===== src/rtl/fsl_pkg.sv =====
package fsl_pkg;

    typedef enum logic [1:0] {
        ST_SHIFT = 2'd0,
        ST_LOAD  = 2'd1,
        ST_HOLD  = 2'd2,
        ST_CLEAR = 2'd3
    } fsl_state_t;

endpackage


===== src/rtl/fsl_sync.sv =====
module fsl_sync #(
    parameter int WIDTH  = 2,
    parameter int STAGES = 2
) (
    input  logic             clk,
    input  logic             rst,
    input  logic [WIDTH-1:0] async_in,
    output logic [WIDTH-1:0] sync_out
);

    logic [WIDTH-1:0] chain [STAGES];

    always_ff @(posedge clk) begin
        if (rst) begin
            for (int i = 0; i < STAGES; i++) chain[i] <= '0;
        end else begin
            chain[0] <= async_in;
            for (int i = 1; i < STAGES; i++) chain[i] <= chain[i-1];
        end
    end

    assign sync_out = chain[STAGES-1];

endmodule


===== src/rtl/fsl_edge.sv =====
module fsl_edge (
    input  logic clk,
    input  logic rst,
    input  logic level,
    output logic rise,
    output logic high
);

    logic level_d;

    always_ff @(posedge clk) begin
        if (rst) level_d <= 1'b0;
        else     level_d <= level;
    end

    assign rise = level & ~level_d;
    assign high = level;

endmodule


===== src/rtl/fsl_shifter.sv =====
module fsl_shifter #(
    parameter int DATA_BITS = 35,
    localparam int REG_W    = DATA_BITS + 1
) (
    input  logic             clk,
    input  logic             rst,
    input  logic             shift_en,
    input  logic             bit_in,
    input  logic             clear,
    output logic [REG_W-1:0] sreg,
    output logic             top
);

    always_ff @(posedge clk) begin
        if (rst || clear) sreg <= '0;
        else if (shift_en) sreg <= {sreg[REG_W-2:0], bit_in};
    end

    assign top = sreg[REG_W-1];

endmodule


===== src/rtl/fsl_ctrl.sv =====
module fsl_ctrl
    import fsl_pkg::*;
(
    input  logic clk,
    input  logic rst,
    input  logic top,
    input  logic clk_high,
    output logic load,
    output logic clear
);

    fsl_state_t state, state_nx;

    always_ff @(posedge clk) begin
        if (rst) state <= ST_SHIFT;
        else     state <= state_nx;
    end

    always_comb begin
        state_nx = state;
        load     = 1'b0;
        clear    = 1'b0;
        unique case (state)
            ST_SHIFT: if (top && clk_high) state_nx = ST_LOAD;   // T_TOP_SEEN
            ST_LOAD: begin
                load     = 1'b1;
                state_nx = ST_HOLD;                              // T_LOADED
            end
            ST_HOLD:  if (!clk_high) state_nx = ST_CLEAR;        // T_CLK_LOW
            ST_CLEAR: begin
                clear    = 1'b1;
                state_nx = ST_SHIFT;                             // T_CLEARED
            end
            default:  state_nx = ST_SHIFT;
        endcase
    end

endmodule


===== src/rtl/framed_serial_latch.sv =====
module framed_serial_latch #(
    parameter int DATA_BITS   = 35,
    parameter int SYNC_STAGES = 2,
    localparam int REG_W      = DATA_BITS + 1
) (
    input  logic                 clk,
    input  logic                 rst,
    input  logic                 ser_clk,
    input  logic                 ser_data,
    output logic [DATA_BITS-1:0] disp_out
);

    logic [1:0]       sync_pair;
    logic             sclk_rise;
    logic             sclk_high;
    logic [REG_W-1:0] sreg;
    logic             sreg_top;
    logic             load_pulse;
    logic             clear_pulse;

    fsl_sync #(.WIDTH(2), .STAGES(SYNC_STAGES)) u_sync (
        .clk      (clk),
        .rst      (rst),
        .async_in ({ser_clk, ser_data}),
        .sync_out (sync_pair)
    );

    fsl_edge u_edge (
        .clk   (clk),
        .rst   (rst),
        .level (sync_pair[1]),
        .rise  (sclk_rise),
        .high  (sclk_high)
    );

    fsl_shifter #(.DATA_BITS(DATA_BITS)) u_shift (
        .clk      (clk),
        .rst      (rst),
        .shift_en (sclk_rise),
        .bit_in   (sync_pair[0]),
        .clear    (clear_pulse),
        .sreg     (sreg),
        .top      (sreg_top)
    );

    fsl_ctrl u_ctrl (
        .clk      (clk),
        .rst      (rst),
        .top      (sreg_top),
        .clk_high (sclk_high),
        .load     (load_pulse),
        .clear    (clear_pulse)
    );

    // Output latches: the bit shifted in first sits just below the start bit
    // and drives output 0.
    for (genvar i = 0; i < DATA_BITS; i++) begin : g_latch
        always_ff @(posedge clk) begin
            if (rst)             disp_out[i] <= 1'b0;
            else if (load_pulse) disp_out[i] <= sreg[DATA_BITS-1-i];
        end
    end

endmodule


===== config.mk =====
export PLATFORM = sky130hd
export DESIGN_NAME = framed_serial_latch
export DESIGN_NICKNAME = d
export VERILOG_FILES = /design/src/rtl/fsl_pkg.sv /design/src/rtl/fsl_sync.sv /design/src/rtl/fsl_edge.sv /design/src/rtl/fsl_shifter.sv /design/src/rtl/fsl_ctrl.sv /design/src/rtl/framed_serial_latch.sv
export SDC_FILE = /design/constraint.sdc
export NUM_CORES = 1
export LEC_CHECK = 0
export ABC_CLOCK_PERIOD_IN_PS = 3390
export BUFFER_PORTS_ARGS = -buffer_cell sky130_fd_sc_hd__buf_2
export CAP_MARGIN = 25
export CORE_MARGIN = 2
export CORE_UTILIZATION = 42
export DETAILED_ROUTE_END_ITERATION = 12
export PLACE_DENSITY = 0.6
export SYNTH_ARGS = -nofsm -noshare
export SYNTH_HDL_FRONTEND = slang
export SYNTH_SLANG_ARGS = --single-unit

===== constraint.sdc =====
create_clock -name clk -period 3.39 [get_ports clk]
set_input_delay 0.5085 -clock clk [delete_from_list [all_inputs] [get_ports clk]]
set_output_delay 0.5085 -clock clk [all_outputs]
set_load 0.05 [all_outputs]

==> results.md <==
Setup path:
- In this run the worst path has a maximum fanout of 44.
- The endpoint type of the worst setup path is a flop.
- Data on the critical path is required at its endpoint by 3.57 ns.
- For flop-to-flop paths, the worst setup slack is 1.76 ns.
- For the worst setup path, the data arrival time is 1.93 ns.
- The classification of the worst setup path is input port to flop.
- The worst setup path is launched from an input port.

Route:
- The ratio of routed vias to standard cells is 4.75.
- After detailed routing, the number of remaining DRC violations is 0.
- The total detailed-routing wirelength is 4920 µm.
- The count of nets left with antenna violations once routing finished came out at 0.
- The number of vias in the routed layout is 1974.
- In the final routed layout, each cell accounts on average for 11.8 µm.
- The first TritonRoute pass finished after 4 iterations.
- The number of DRC markers in iteration 0 is 87.

STA:
- The number of hold violations in the final report is 0.
- The final worst-path cycle share is 51.8%.
- Setup repair after global routing left no endpoint under its margin.
- The slew at the pin closest to its max-slew limit is 1.01 ns.
- The worst setup margin is 1.64 ns.
- The shortest period the worst path allows is 1.75 ns.
- The worst slew margin relative to its limit is 32.8%.
- The clock arrives with 0.0141 ns of skew.
- The final-report max-slew violation count is 0.
- Based on the critical path, the design can be clocked at up to 570 MHz.
- The sum of negative setup slack is 0 ns.
- Setup violations remaining at the end of the flow were counted as 0.

Power:
- Net switching is 23.0% of the power.
- The combinational power share is 4.7%.
- The net switching power is 0.390 mW.
- The part of the power in the clock network is 41.0%.
- The highest ir drop seen on vdd is 0.000247 V.
- The proportion of power drawn by flip-flops and latches is 54.3%.
- Power spread over the standard cell area amounts to 515 mW/mm².
- The internal portion of the total power is 1.31 mW.
- In this run the static leakage power is 1.19 nW.

Clocking:
- For the worst-skew pair, the clock arrives at the later sink with an insertion delay of 0.35 ns.
- The buffer levels on the longest clock path is 2.
- TritonCTS built the clock tree.
- The clock drives 78 sinks.
- Post-CTS repair changed the size of 0 cells.
- The master cell of the clock root buffer is sky130_fd_sc_hd__clkbuf_8.
- The H-tree was split into 3 levels.
- After clock tree synthesis, the clock-pin slew on the worst setup and hold paths is 0.08 ns.
- After clock tree synthesis, the setup repair step added 0 buffers.
- The number of clock buffers inserted by TritonCTS is 9.
- The number of hold buffers added after CTS was 0.

Synthesis:
- Synthesis inferred 78 register bits.
- The warning count from the yosys run is 0.
- The commonest cells after synthesis are 78 x sky130_fd_sc_hd__dfxtp_1, 73 x sky130_fd_sc_hd__nand2_1, 37 x sky130_fd_sc_hd__nor2_1.
- The leading cell type by number of instances after synthesis is sky130_fd_sc_hd__dfxtp_1.
- The most frequently used flop master after synthesis is sky130_fd_sc_hd__dfxtp_1.
- Counting every instance in the synthesized netlist gives 299.
- The number of synthesized flops with an enable pin is 0.
- Synthesis produced a netlist with a net count of 307.
- The mean cell area of the mapped netlist is 9.75 µm².
- sky130_fd_sc_hd__dfxtp_1 takes more of the synthesized area than any other cell.
- In the post-synthesis netlist, the biggest area contributors are sky130_fd_sc_hd__dfxtp_1 54%, sky130_fd_sc_hd__mux2i_1 12%, sky130_fd_sc_hd__nand2_1 9.4%.
- The sequential-to-total area share from yosys stat is 53.6%.
- The synthesized cell area is 0.00291 mm².
- The synthesized netlist contains 18 unique library cells.
- The share of synthesized registers carrying an async set or reset is 0%.
- The share of synthesized area in the top cell type comes to 53.6%.

Floorplan:
- After floorplanning, the core was divided into 30 placement rows.
- The starting density of the core is 43.1%.
- In this run the horizontal extent of the chip is 87.3 µm.
- 39 I/O pins were placed.
- The core region is 0.00676 mm².
- The area of the die is 0.00762 mm².
- From bottom edge to top edge, the die measures 87.3 µm.

Placed design:
- The HPWL after detailed placement is 3090 µm.
- The number of buffers inserted by port buffering is 38.
- The final RePlAce weighted congestion is 0.683.
- The placement-stage worst setup slack is 1.23 ns.

GRT:
- The first global-routing pass estimated 8490 µm of wire.
- The global route total overflow is 0.
- The number of antenna violations at the first check in global routing came to 0.
- Entering global routing, the biggest net connects 45 pins.
- The total routing resource utilization after global routing is 14.2%.
- The via count of the first global-routing pass is 1826.

Job:
- The number of max-capacitance violations reported is 0.

Layout:
- The proportion of layout cells with a drive suffix above 1 is 26.5%.
- Fill cells in the final layout number 658.
- The post-layout utilization of the core is 48.8%.
- The post-layout net count is 339.
- Registers take 0.00156 mm².
- The area growth from synthesis to final layout is 13.2%.
- In the final layout, the multi-input gates occupy 0.00120 mm².
- 0 antenna diodes ended up in the layout.

Outcome:
- The run finished with clean final reports.

Worst hold path:
- The worst hold path class is input port to flop.
==> final timing paths <==
path | startpoint | endpoint | cells after the start
hold / removal | ser_data | u_sync.chain[0][0]$_SDFF_PP0_ | 2
setup / recovery | rst | u_shift.sreg[29]$_SDFFE_PP0P_ | 4
setup reg to reg | u_ctrl.state[1]$_SDFFE_PP0P_ | disp_out[26]$_SDFFE_PP0N_ | 5
hold reg to reg | u_sync.chain[0][0]$_SDFF_PP0_ | u_sync.chain[0][2]$_SDFF_PP0_ | 1
==> power groups by stage <==
stage	clock network, mW	registers [mW]	logic [mW]
3_3_place_gp	0	0.943	0.0784
4_1_cts	0.717	0.922	0.0818
6_report	0.697	0.922	0.0798
5_1_grt	0.752	0.922	0.0873
3_5_place_dp	0	0.943	0.0819
2_1_floorplan	0	0.943	0.0740
==> critical path: stages <==
cell	delay (ns)
sky130_fd_sc_hd__buf_2	0.07
sky130_fd_sc_hd__buf_4	0.38
sky130_fd_sc_hd__or2_2	0.87
sky130_fd_sc_hd__a21oi_1	0.08
==> registers in the layout (all words and copies together) (netlist names) <==
register,count
u_sync.chain,4
disp_out,35
u_ctrl.state,2
u_shift.sreg,36
u_edge.level_d,1
==> cell type report <==
cell class | count | area share [%]
tap | 80 | 3.03
multi-input combinational | 198 | 36.3
sequential | 78 | 47.3
inverter | 2 | 0.228
clock inverter | 5 | 1.78
clock buffer | 11 | 4.29
timing repair buffer | 42 | 7.05
==> cells in the final DEF, fill, tap and decap left out, drive strengths merged <==
| master | Yosys | routed |
|---|---|---|
| a21oi | 36 | 36 |
| a22oi | 1 | 1 |
| and2b | 1 | 1 |
| buf | 18 | 42 |
| bufinv | 0 | 1 |
| clkbuf | 3 | 11 |
| clkinv | 0 | 2 |
| clkinvlp | 0 | 2 |
| dfxtp | 78 | 78 |
| ha | 4 | 4 |
| inv | 2 | 2 |
| mux2i | 36 | 36 |
| nand2 | 73 | 73 |
| nand2b | 3 | 3 |
| nor2 | 37 | 37 |
| nor2b | 5 | 5 |
| o21a | 1 | 1 |
| or2 | 1 | 1 |
==> metrics by stage <==
step / hold WS (ns) / instance area (µm²) / cells / total power, mW
floorplan: 0.414 / 2910 / 299 / 1.02
global placement: 0.419 / 3080 / 399 / 1.02
detailed placement: 0.428 / 3100 / 400 / 1.03
CTS: 0.362 / 3300 / 416 / 1.72
global route: 0.366 / 3300 / 416 / 1.76
finish: 0.374 / 3300 / 416 / 1.70
==> layer usage <==
metal | wire [µm] | GRT usage, % | up-vias
met5 | 0 | 0 | -
met4 | 85 | 7.97 | 0
met3 | 177 | 3.41 | 7
met2 | 2140 | 20.7 | 37
met1 | 2520 | 19.2 | 903
li1 | - | - | 1027
==> cells by family (layout without fill, tap and decap cells) <==
kind of cell | count (synthesis) | in the layout | share of synthesized area, %
simple gates | 120 | 120 | 16.4
flops | 78 | 78 | 53.6
compound gates | 38 | 38 | 10.6
mux | 36 | 36 | 12.4
buf+inv | 23 | 60 | 5.41
fa+ha+maj | 4 | 4 | 1.72
Note: power is estimated with default switching activity, not from simulation.
